[src/rtl/ibrk_pkg.sv]
package ibrk_pkg;

    typedef enum logic [1:0] {
        MT_EQ  = 2'b00,
        MT_LT  = 2'b01,
        MT_GE  = 2'b10,
        MT_EQX = 2'b11
    } mtype_e;

    localparam int MODE_W = 2;

endpackage

[src/rtl/ibrk_cmp.sv]
module ibrk_cmp #(
    parameter int WA_W = 30
) (
    input  logic                       en,
    input  logic [ibrk_pkg::MODE_W-1:0] mode,
    input  logic [WA_W-1:0]            cea,
    input  logic [WA_W-1:0]            waddr,
    output logic                       hit
);
    import ibrk_pkg::*;

    logic rel;

    always_comb begin
        case (mtype_e'(mode))
            MT_LT:   rel = (waddr < cea);
            MT_GE:   rel = (waddr >= cea);
            default: rel = (waddr == cea);
        endcase
        hit = en & rel;
    end

endmodule

[src/rtl/ibrk_regs.sv]
module ibrk_regs #(
    parameter  int AW    = 32,
    parameter  int NCMP  = 2,
    localparam int WA_W  = AW - 2,
    localparam int SEL_W = $clog2(NCMP + 1),
    localparam int MW    = ibrk_pkg::MODE_W
) (
    input  logic                      clk,
    input  logic                      rst_n,
    input  logic                      csr_req,
    input  logic                      csr_we,
    input  logic                      csr_priv,
    input  logic [SEL_W-1:0]          csr_sel,
    input  logic [AW-1:0]             csr_wdata,
    output logic [AW-1:0]             csr_rdata,
    output logic                      csr_err,
    output logic [NCMP-1:0][WA_W-1:0] cea_o,
    output logic [NCMP-1:0]           en_o,
    output logic [NCMP-1:0][MW-1:0]   mode_o,
    output logic                      comb_o
);

    typedef struct packed {
        logic [NCMP-1:0][WA_W-1:0] cea;
        logic [NCMP-1:0]           en;
        logic [NCMP-1:0][MW-1:0]   mode;
        logic                      comb;
        logic                      err;
    } regs_t;

    regs_t st_d, st_q;
    logic  acc_ok;

    always_comb begin
        st_d      = st_q;
        acc_ok    = csr_req & csr_priv;
        st_d.err  = csr_req & ~csr_priv;
        csr_rdata = '0;
        for (int i = 0; i < NCMP; i++) begin
            if (csr_sel == SEL_W'(i)) begin
                if (acc_ok && csr_we) begin
                    st_d.cea[i] = csr_wdata[AW-1:2];
                    st_d.en[i]  = csr_wdata[1];
                end
                if (acc_ok) begin
                    csr_rdata = {st_q.cea[i], st_q.en[i], 1'b0};
                end
            end
        end
        if (csr_sel == SEL_W'(NCMP)) begin
            if (acc_ok && csr_we) begin
                for (int i = 0; i < NCMP; i++) begin
                    st_d.mode[i] = csr_wdata[MW*i +: MW];
                end
                st_d.comb = csr_wdata[MW*NCMP];
            end
            if (acc_ok) begin
                for (int i = 0; i < NCMP; i++) begin
                    csr_rdata[MW*i +: MW] = st_q.mode[i];
                end
                csr_rdata[MW*NCMP] = st_q.comb;
            end
        end
    end

    always_ff @(posedge clk or negedge rst_n) begin
        if (!rst_n) begin
            st_q <= '0;
        end else begin
            st_q <= st_d;
        end
    end

    assign csr_err = st_q.err;
    assign cea_o   = st_q.cea;
    assign en_o    = st_q.en;
    assign mode_o  = st_q.mode;
    assign comb_o  = st_q.comb;

endmodule

[src/rtl/ibrk_unit.sv]
module ibrk_unit #(
    parameter  int AW    = 32,
    parameter  int NCMP  = 2,
    localparam int WA_W  = AW - 2,
    localparam int SEL_W = $clog2(NCMP + 1),
    localparam int MW    = ibrk_pkg::MODE_W
) (
    input  logic             clk,
    input  logic             rst_n,
    input  logic             csr_req,
    input  logic             csr_we,
    input  logic             csr_priv,
    input  logic [SEL_W-1:0] csr_sel,
    input  logic [AW-1:0]    csr_wdata,
    output logic [AW-1:0]    csr_rdata,
    output logic             csr_err,
    input  logic             cmt_valid,
    input  logic [AW-1:0]    cmt_addr,
    output logic             cmt_stall,
    output logic             exc_req,
    output logic [AW-1:0]    save_addr
);

    typedef struct packed {
        logic            sup;
        logic [WA_W-1:0] save;
    } trk_t;

    trk_t st_d, st_q;

    logic [NCMP-1:0][WA_W-1:0] cea;
    logic [NCMP-1:0]           en;
    logic [NCMP-1:0][MW-1:0]   mode;
    logic                      comb;
    logic [NCMP-1:0]           hit;
    logic [WA_W-1:0]           waddr;
    logic                      trig;
    logic                      fire;

    assign waddr = cmt_addr[AW-1:2];

    ibrk_regs #(.AW(AW), .NCMP(NCMP)) u_regs (
        .clk       (clk),
        .rst_n     (rst_n),
        .csr_req   (csr_req),
        .csr_we    (csr_we),
        .csr_priv  (csr_priv),
        .csr_sel   (csr_sel),
        .csr_wdata (csr_wdata),
        .csr_rdata (csr_rdata),
        .csr_err   (csr_err),
        .cea_o     (cea),
        .en_o      (en),
        .mode_o    (mode),
        .comb_o    (comb)
    );

    for (genvar g = 0; g < NCMP; g++) begin : g_cmp
        ibrk_cmp #(.WA_W(WA_W)) u_cmp (
            .en    (en[g]),
            .mode  (mode[g]),
            .cea   (cea[g]),
            .waddr (waddr),
            .hit   (hit[g])
        );
    end

    always_comb begin
        st_d = st_q;
        if (comb && (&en)) begin
            trig = &hit;
        end else begin
            trig = |hit;
        end
        fire = cmt_valid & trig & ~st_q.sup;
        if (fire) begin
            st_d.sup  = 1'b1;
            st_d.save = waddr;
        end else if (cmt_valid && st_q.sup) begin
            st_d.sup = 1'b0;
        end
    end

    always_ff @(posedge clk or negedge rst_n) begin
        if (!rst_n) begin
            st_q <= '0;
        end else begin
            st_q <= st_d;
        end
    end

    assign cmt_stall = fire;
    assign exc_req   = fire;
    assign save_addr = {st_q.save, 2'b00};

endmodule

[config.mk]
export PLATFORM = sky130hd
export DESIGN_NAME = ibrk_unit
export DESIGN_NICKNAME = d
export VERILOG_FILES = /design/src/rtl/ibrk_pkg.sv /design/src/rtl/ibrk_cmp.sv /design/src/rtl/ibrk_regs.sv /design/src/rtl/ibrk_unit.sv
export SDC_FILE = /design/constraint.sdc
export NUM_CORES = 1
export LEC_CHECK = 0
export BUFFER_PORTS_ARGS = -buffer_cell sky130_fd_sc_hd__buf_4
export CAP_MARGIN = 0
export CORE_ASPECT_RATIO = 0.5
export CORE_MARGIN = 2
export CORE_UTILIZATION = 45
export CTS_CLUSTER_DIAMETER = 60
export CTS_CLUSTER_SIZE = 14
export DETAILED_ROUTE_END_ITERATION = 12
export PLACE_DENSITY_LB_ADDON = 0.1
export SKIP_LAST_GASP = 1
export SYNTH_ARGS = -nofsm -noshare
export SYNTH_HDL_FRONTEND = slang
export SYNTH_SLANG_ARGS = --single-unit
[constraint.sdc]
create_clock -name clk -period 5.3 [get_ports clk]
set_clock_uncertainty 0.2 [all_clocks]
set_input_delay 1.325 -clock clk [delete_from_list [all_inputs] [get_ports clk]]
set_output_delay 1.325 -clock clk [all_outputs]
set_load 0.02 [all_outputs]
==> impl_metrics.yaml <==
outcome:
  outcome: "finished, final reports clean"
cells_and_area:
  fin_cells: 883
  fillers: 1261
  layout.area.seq_um2: 2480
  insertedDiodeCount: 0
  syn_to_final_growth_pct: 20.0
  drive_gt1_frac: 0.332
  multiInputGateArea_um2: 3150
  stdcell_area_um2: 7460
  num-nets-final: 838
grt:
  grt_pass1_wl_um: 23300
  grt_pass1_vias: 4431
  overflow: 0
  grt_max_degree: 81
  track_usage: 0.203
  antenna_found_initial: 0
timing:
  rsz0062_at_grt: "false"
  setup_viol: 0
  max_freq_mhz: 195
  hold_slack_ns: 0.312
  post-route-min-period_ns: 5.12
  tightest_slew_ns: 1.05
  max_slew_margin: 0.297
  period_share: 0.966
  setup_tns_ns: 0
  drv_slew: 0
  finalHoldViolCount: 0
power:
  leakage_nw: 3.82
  powerDensity_nw_per_um2: 393
  vdd_drop_max_v: 0.000219
die:
  row_count: 30
  dieHeight_um: 87.1
  die_area_um2: 14800
  initial_core_util: 0.460
  die_w_um: 170
  core-area_um2: 13500
  io_pins: 139
clock_tree:
  clk_pin_slew_ns: 0.07
  clock_latency_ns: 0.35
  cts_made_buffers: 9
  cts_sinks: 99
  cts_max_level: 3
  cts.repair.resized: 0
  cts_root_buf: "clkbuf_16"
  tritoncts: "built"
  cts_setup_buffers: 0
  clock_path_buffers: 2
  postCtsHoldBufs: 0
synthesis:
  netlist_instances: 603
  synth-seq-area-share: 0.398
  synthDistinctLibCells: 44
  synthArstFlopShare: 1.00
  synth_simple_gate_area_share: 0.0926
  synth_seq_cells: 99
  synth_xor_area_frac: 0
  synth_flop_cell: "dfrtp_1"
  synth_compound_area_frac: 0.0901
  synth_adder_area_share: 0.129
  synthMuxAreaShare: 0.192
  yosys_warnings: 0
  synth_top_family_by_area: "multiplexers"
  synth_enable_flop_cells: 0
  syn_avg_cell_area_um2: 10.3
  synth_area_um2: 6220
critical_path:
  timing.rr.end: "save_addr[7]"
  startpoint_type: "input port"
  worst-endpoint-arrival_ns: 3.59
  path_max_fanout: 3
  critical_path.startpoint: "cmt_addr[23]"
  crit_end: "cmt_stall"
  worstSetupEndpointType: "output port"
  cp.required_ns: 3.77
  r2r_slack_ns: 1.87
  reg2regPathDepth: 11
  crit_type: "in2out"
  worst_r2r_startpoint: "u_regs.cea_o[58]"
drt:
  dr_total_vias: 4514
  wl_um: 14300
  drc: 0
  drtAntennaViolNets: 0
  initialDrtViolationCount: 220
  first_pass_iters: 4
  via_per_inst: 5.11
  wl_per_cell_um: 16.2
flow_run:
  maxCapViolCount: 0
placement:
  hpwl_um: 10600
  place_inst: 867
  dpl_cell_area_um2: 7150
  io_buffers: 134
  gp_congestion: 0.758
min_path:
  hold_path.class: "reg2reg"
-- layout by cell type (no fill, tap or decap), drive strengths merged, types with 6 or more instances in the layout --
cell type	instances
inv	68
nor2	47
clkbuf	11
nand2	48
a21oi	25
ha	64
nand4	11
buf	139
dfrtp	99
o211ai	6
mux2	69
nand3	9
mux2i	31
o21ai	37
-- sequential cells by signal, summed over array words and instances, names as in the netlist --
register        cells
save_addr          30
st_q                1
u_regs.cea_o       60
u_regs.comb_o       1
u_regs.csr_err      1
u_regs.en_o         2
u_regs.mode_o       4
-- cell type report --
| type | instances | area share |
|---|---|---|
| timing repair buffer | 139 | 0.140 |
| sequential | 99 | 0.332 |
| tap | 176 | 0.0295 |
| clock buffer | 11 | 0.0339 |
| clock inverter | 5 | 0.00821 |
| multi-input combinational | 385 | 0.422 |
| inverter | 68 | 0.0342 |
-- synthesized netlist by cell type, types with 2 or more instances --
cell | n | area share
a211oi_1 | 2 | 0.0024
a21o_1 | 3 | 0.0036
a21oi_1 | 22 | 0.018
a21oi_2 | 2 | 0.0028
a221o_1 | 2 | 0.0032
a31o_2 | 2 | 0.0028
buf_1 | 6 | 0.0036
buf_4 | 33 | 0.040
buf_8 | 2 | 0.0048
clkbuf_1 | 10 | 0.0060
dfrtp_1 | 99 | 0.40
ha_1 | 64 | 0.13
inv_1 | 68 | 0.041
mux2_2 | 40 | 0.072
mux2_4 | 29 | 0.070
mux2i_1 | 31 | 0.050
nand2_1 | 48 | 0.029
nand2b_1 | 4 | 0.0040
nand3_1 | 9 | 0.0072
nand4_1 | 11 | 0.011
nor2_1 | 47 | 0.028
nor2b_1 | 4 | 0.0040
nor3_1 | 4 | 0.0032
o211ai_1 | 6 | 0.0072
o21ai_0 | 36 | 0.029
-- how the worst min path moves through the flow --
stage                          endpoint          start  slack, ns  cells after the start
final                     save_addr[13]  save_addr[13]       0.31                      1
after CTS                 save_addr[13]  save_addr[13]       0.32                      1
after detailed placement  save_addr[10]  save_addr[10]       0.29                      1
after global placement     save_addr[2]   save_addr[2]       0.29                      1
after global routing      save_addr[30]  save_addr[30]       0.33                      1
after floorplan            save_addr[6]   save_addr[6]       0.28                      1
-- stage by stage --
stage               setup WS, ns   util  power, mW
floorplan                  0.226      -       2.01
global placement           0.195  0.529       2.24
detailed placement         0.157  0.529       2.26
CTS                        0.162  0.552       2.97
global route              0.0287  0.552       3.14
finish                     0.181  0.552       2.93
-- kinds of logic (layout without fill, tap and decap cells) --
| group | after synthesis | after routing |
|---|---|---|
| other | 1 | 2 |
| multiplexers | 100 | 100 |
| AO/OA/AOI/OAI | 87 | 87 |
| flip-flops | 99 | 99 |
| AND/OR/NAND/NOR | 132 | 132 |
| adder cells (fa/ha/maj) | 64 | 64 |
| buffers and inverters | 120 | 223 |
-- routing by layer --
metal  share of wire  vias up  wire length [µm]  global-route usage
met4          0.0047        0                68              0.0443
met5               0        -                 0                   0
met1            0.51     2195              7310               0.295
li1                -     2227                 -                   -
met2            0.44       85              6350               0.313
met3           0.042        7               603              0.0418
-- worst max-delay path: stages --
cell and delay [ns]:
buf_4 0.12, ha_1 0.33, a21oi_2 0.15, o21ai_1 0.12, a221o_1 0.35, a211oi_2 0.29, mux2_4 0.36, a221oi_4 0.26
a21oi_4 0.05, inv_1 0.10, buf_4 0.15
-- power by group --
| group | switching, mW | internal [mW] | total [mW] | leakage (nW) |
|---|---|---|---|---|
| registers | 0.142 | 0.978 | 1.12 | 1.22 |
| logic | 0.552 | 0.572 | 1.12 | 2.45 |
| clock network | 0.295 | 0.394 | 0.689 | 0.156 |
No activity file was read; power rests on OpenSTA's default activity.
